$ cat config.mk
export PLATFORM = sky130hd
export DESIGN_NAME = crossing_light_ctrl
export DESIGN_NICKNAME = d
export VERILOG_FILES = /design/src/rtl/xlc_pkg.sv /design/src/rtl/xlc_mode_ctrl.sv /design/src/rtl/xlc_light_path.sv /design/src/rtl/crossing_light_ctrl.sv
export SDC_FILE = /design/constraint.sdc
export NUM_CORES = 1
export LEC_CHECK = 0
export ABC_CLOCK_PERIOD_IN_PS = 1500
export BUFFER_PORTS_ARGS = -buffer_cell sky130_fd_sc_hd__buf_2
export CAP_MARGIN = 20
export CORE_AREA = 2 2 39 41
export DETAILED_ROUTE_END_ITERATION = 6
export DIE_AREA = 0 0 41 43
export PLACE_DENSITY = 0.34
export SLEW_MARGIN = 10
export SYNTH_ARGS = -nofsm -noshare
export SYNTH_HDL_FRONTEND = slang
export SYNTH_SLANG_ARGS = --single-unit
export TNS_END_PERCENT = 30
$ cat constraint.sdc
create_clock -name clk -period 1.5 [get_ports clk]
set_input_delay 0.15 -clock clk [delete_from_list [all_inputs] [get_ports clk]]
set_output_delay 0.15 -clock clk [all_outputs]
set_load 0.03 [all_outputs]
$ cat src/rtl/xlc_pkg.sv
package xlc_pkg;
  localparam int COLOR_W = 2;
  localparam int STATE_W = 2;

  typedef logic [COLOR_W-1:0] color_t;

  localparam color_t COL_GREEN  = 2'b00;
  localparam color_t COL_YELLOW = 2'b01;
  localparam color_t COL_RED    = 2'b10;

  typedef enum logic [STATE_W-1:0] {
    ST_A_GO   = 2'b00,
    ST_A_WARN = 2'b01,
    ST_B_GO   = 2'b10,
    ST_B_WARN = 2'b11
  } light_state_t;

  // strobes from the mode control to the light datapath
  typedef struct packed {
    logic holdB;
  } ctrl_strobe_t;
endpackage

$ cat src/rtl/xlc_mode_ctrl.sv
module xlc_mode_ctrl
  import xlc_pkg::*;
(
  input  logic         clk,
  input  logic         rst,
  input  logic         paradeReq,
  input  logic         paradeEnd,
  output ctrl_strobe_t strobes
);
  logic modeQ;
  logic modeD;

  always_comb begin
    modeD = modeQ;
    if (paradeReq && !paradeEnd)      modeD = 1'b1;
    else if (paradeEnd && !paradeReq) modeD = 1'b0;
  end

  always_ff @(posedge clk) begin
    if (rst) modeQ <= 1'b0;
    else     modeQ <= modeD;
  end

  assign strobes.holdB = modeQ;
endmodule

$ cat src/rtl/xlc_light_path.sv
module xlc_light_path
  import xlc_pkg::*;
(
  input  logic         clk,
  input  logic         rst,
  input  logic         sensA,
  input  logic         sensB,
  input  ctrl_strobe_t strobes,
  output color_t       lightA,
  output color_t       lightB
);
  light_state_t stateQ;
  light_state_t stateD;

  always_comb begin
    stateD = stateQ;
    unique case (stateQ)
      ST_A_GO:   stateD = sensA ? ST_A_GO : ST_A_WARN;
      ST_A_WARN: stateD = ST_B_GO;
      ST_B_GO:   stateD = (strobes.holdB || sensB) ? ST_B_GO : ST_B_WARN;
      ST_B_WARN: stateD = ST_A_GO;
      default:   stateD = ST_A_GO;
    endcase
  end

  always_ff @(posedge clk) begin
    if (rst) stateQ <= ST_A_GO;
    else     stateQ <= stateD;
  end

  always_comb begin
    lightA = COL_RED;
    lightB = COL_RED;
    unique case (stateQ)
      ST_A_GO:   lightA = COL_GREEN;
      ST_A_WARN: lightA = COL_YELLOW;
      ST_B_GO:   lightB = COL_GREEN;
      ST_B_WARN: lightB = COL_YELLOW;
      default:   lightA = COL_RED;
    endcase
  end
endmodule

$ cat src/rtl/crossing_light_ctrl.sv
module crossing_light_ctrl
  import xlc_pkg::*;
(
  input  logic       clk,
  input  logic       rst,
  input  logic       sensA,
  input  logic       sensB,
  input  logic       paradeReq,
  input  logic       paradeEnd,
  output logic [1:0] lightA,
  output logic [1:0] lightB,
  output logic       paradeOn
);
  ctrl_strobe_t strobes;

  xlc_mode_ctrl i_mode (
    .clk       (clk),
    .rst       (rst),
    .paradeReq (paradeReq),
    .paradeEnd (paradeEnd),
    .strobes   (strobes)
  );

  xlc_light_path i_lights (
    .clk     (clk),
    .rst     (rst),
    .sensA   (sensA),
    .sensB   (sensB),
    .strobes (strobes),
    .lightA  (lightA),
    .lightB  (lightB)
  );

  assign paradeOn = strobes.holdB;
endmodule

Word-level counts from Yosys, hierarchy flattened
Cells that the tools add are included.
{"block": "word_totals", "ff_bits": 3, "latchBits": 0, "ramBits": 0, "mem_bits_ro": 0, "in_bits": 6, "out_inout_bits": 5, "elab_cells": 19, "mem_count": 0}
{"block": "op_classes", "addsub": 0, "n_mul": 0, "div": 0, "n_lt_le_gt_ge": 0, "n_eq_ne": 3, "shifts": 0, "n_mux": 7, "bitwise_logic": 0, "reduce_logical": 7}
{"operator": "2-bit case mux with 2 select lines", "n": 2}
{"operator": "2-bit case mux with 4 select lines", "n": 1}
{"operator": "2-bit equality test, second input constant", "n": 2}
{"operator": "1-bit two-way mux", "n": 4}
{"operator": "2-bit by 1-bit equality test with 1-bit output, second input constant", "n": 1}
{"operator": "1-bit logical AND", "n": 2}
{"operator": "1-bit zero test", "n": 2}
{"operator": "2-bit zero test", "n": 1}
{"operator": "2-bit nonzero test", "n": 1}
{"operator": "1-bit logical OR", "n": 1}

Logic depth before layout (Yosys ltp)
{"block": "depth", "ltp_word": 4, "ltp_mapped": 4, "depth_no_buf": 4}

By module
A second synthesis with hierarchy kept.
{"block": "hier_totals", "cells_unflattened": 21, "hier_area_um2": 207.7}
{"module": "xlc_light_path", "instances": 1, "cells_per_inst": 16, "area_each_um2": 157.7, "seq_area_each_um2": 40.0}
{"module": "xlc_mode_ctrl", "instances": 1, "cells_per_inst": 5, "area_each_um2": 50.0, "seq_area_each_um2": 20.0}

Worst setup path after synthesis
No wires, ideal clock.
{"block": "synth_path", "kind": "flip-flop to flip-flop", "start": "register i_lights.stateQ[0]", "end": "register i_lights.stateQ[0]", "setup_time_ns": 0.070, "arrival_ns": 1.247, "required_ns": 1.430, "path_slack_ns": 0.184, "path_stages_with_launch": 5, "path_buffers": 0, "period_less_slack_ns": 1.316, "path_cell_list": "dfxtp_1 > inv_1 > ha_1 > or4b_1 > a21oi_1"}
{"block": "synth_between", "elab_chain_cells": 2, "word_cells_on_any_way": 5, "classes_between": "3 x eq/ne; 1 x mux; 1 x reduce/logical"}
{"element": "start: declaration", "line": "xlc_light_path.sv:12", "text": "light_state_t stateQ;"}
{"element": "start signal: assignment", "line": "xlc_light_path.sv:28", "text": "else stateQ <= stateD;"}
{"element": "2-bit equality test (tied with other cells)", "line": "xlc_light_path.sv:17", "text": "unique case (stateQ)"}
{"element": "2-bit case mux with 4 select lines *", "line": "xlc_light_path.sv:17"}
Every way passes the cells marked *; elsewhere a longest branch is shown, timed or not.
A chain may end at the register's enable or synchronous reset.

Worst setup path in the final report
{"block": "layout_path", "start": "register i_lights.stateQ[1]", "end": "register i_lights.stateQ[0]"}
The elaborated chain is that of the path after synthesis.

==> run summary <==
status - complete, no violations
core area - 1380 sq um
CTS clock-pin slew for the worst setup and hold paths - 0.04 ns
Setup TNS - 0 ns
clk root buf - clkbuf_4
post-synthesis register bit count - 3
die width - 41 um
CTS tree - built
Ports - 11
Cell Area, Synth - 209 sq um
fin nets - 50
Syn Inst Count - 21
Starting Density - 0.151
Hold/Removal Path Class - in2reg
first-pass GRT wire length - 648 um
final WL - 457 um
max frequency - 715 MHz
post-synthesis sequential area ratio - 0.287
total gr overflow - 0
Placer Congestion - 0.607
initial antenna violation count - 0
Die Area - 1760 sq um
share of cells above drive strength 1 - 0.389
synth-to-layout area growth - 49.7%
Post-CTS Resized - 0
CP Launch Type - flop
CP Capture Type - flop
DR iter-0 viols - 1
final setup violation count - 0
RSZ-0062 raised after global routing - no
Slew headroom - 0.917
total power - 322 uW
CP max-delay cell - or4b_1
vias in the first global route - 164
Slew Limit Fails - 0
Worst-Margin Slew - 0.121 ns
DRC - 0
Crit path largest cell delay - 0.50 ns
WP buf/inv - 1
standby leakage power - 0.000173 uW
Synth Area per Inst - 9.95 sq um
die height - 43 um
Rows - 14
WP data arrival - 1.56 ns
critical path data required time - 1.67 ns
PnR worst setup slack - 0.102 ns
cell family with most CP delay - simple AND/OR/NAND/NOR gates
PortBufs - 10
Max Cap Viol - 0
post-route clock period utilization - 0.932
Post-CTS Hold Buffers - 0
WL per Instance - 8.79 um
Hold Slack - 0.104 ns
Antenna Cells - 0
GRT Util Overall - 0.0631
Fin. Hold Viols - 0
Syn Nets - 34
VDD IR max - 0.159 mV
drt pass-1 iters - 2
power density over cell area - 1030 nW/um^2
final critical-path required period - 1.40 ns
dpl ws - 0.113 ns
Setup Buffers After CTS - 0
final clock skew - 0.00239 ns
worst-skew pair later-pin latency - 0.23 ns
cts bufs inserted - 3
number of distinct library cells after synthesis - 9
Setup CP Type - reg2reg
crit path cell chain - inv_1, ha_1, or4b_1, a21oi_1
crit-path max FO - 4
H-Tree Depth - 1
Final ANT Viol Nets - 0
clock sink total - 3
largest net degree at the start of global routing - 5
CTS max path bufs - 2
Via density - 3.37
vias post-DR - 175
yosys synthesis warning count - 0
worst reg2reg max path: cells and delay by family (launching register included):
kind	cells	cell delay, ns
buffers and inverters	1	0.10
adder cells (fa/ha/maj)	1	0.21
AND/OR/NAND/NOR	1	0.50
flip-flops	1	0.38
AO/OA/AOI/OAI	1	0.13
stage by stage:
step | utilization | instances | instance area [sq um]
5_1_grt | 0.226 | 52 | 313
4_1_cts | 0.226 | 52 | 313
3_5_place_dp | 0.207 | 48 | 287
2_1_floorplan | - | 21 | 209
3_3_place_gp | 0.207 | 48 | 287
6_report | 0.226 | 52 | 313
layout by cell type, fill, tap and decap left out, drive strengths merged:
cell type   n
buf        11
ha          7
clkbuf      4
inv         3
nor2        3
dfxtp       3
or4b        1
or2b        1
a21oi       1
mux2i       1
nor2b       1
cell usage after synthesis, drive strengths merged:
| library cell | n | area, sq um |
|---|---|---|
| a21oi | 1 | 5.00 |
| mux2i | 1 | 10.0 |
| nor2 | 3 | 11.3 |
| nor2b | 1 | 6.26 |
| inv | 3 | 11.3 |
| or4b | 1 | 10.0 |
| ha | 7 | 87.6 |
| dfxtp | 3 | 60.1 |
| or2b | 1 | 7.51 |
logic make-up (layout without fill, tap and decap cells):
kind of cell | count (synthesis) | after routing | synth area share
flops | 3 | 3 | 0.287
simple gates | 6 | 6 | 0.168
mux | 1 | 1 | 0.0479
compound gates | 1 | 1 | 0.0239
buf+inv | 3 | 18 | 0.0539
fa+ha+maj | 7 | 7 | 0.419
where the power goes:
group	switching [uW]	leakage, uW	internal [uW]
Combinational	50.9	0.000133	33.0
Clock	45.4	0.0000150	99.9
Sequential	5.87	0.0000247	87.0
registers in the layout, indices dropped and copies added, names as in the netlist:
| register | cells |
|---|---|
| i_mode.strobes | 1 |
| i_lights.stateQ | 2 |
worst paths after layout:
check / slack (ns) / from / cells past startpoint / endpoint
worst max-delay path: 0.10 / i_lights.stateQ[1]$_SDFF_PP0_ / 4 / i_lights.stateQ[0]$_SDFF_PP0_
worst min-delay path: 0.10 / rst / 2 / i_lights.stateQ[1]$_SDFF_PP0_
worst max register to register: 0.10 / i_lights.stateQ[1]$_SDFF_PP0_ / 4 / i_lights.stateQ[0]$_SDFF_PP0_
worst min register to register: 0.53 / i_mode.strobes$_SDFFE_PP0P_ / 2 / i_mode.strobes$_SDFFE_PP0P_
final cells by class:
| cell class | count | area, sq um |
|---|---|---|
| inverters | 3 | 11.3 |
| clock buffers | 4 | 26.3 |
| repair buffers | 11 | 57.6 |
| multi-input cells | 15 | 138 |
| well taps | 16 | 20.0 |
| fillers | 162 | 1070 |
| flip-flops and latches | 3 | 60.1 |
metal layers:
metal / vias up / share of wire / track usage
met1: 71 / 0.44 / 0.0735
met5: - / 0 / 0
met3: 0 / 0.12 / 0.00524
met2: 9 / 0.43 / 0.0656
li1: 95 / - / -
met4: 0 / 0 / 0.120
Power figures use the tool's default switching activity.
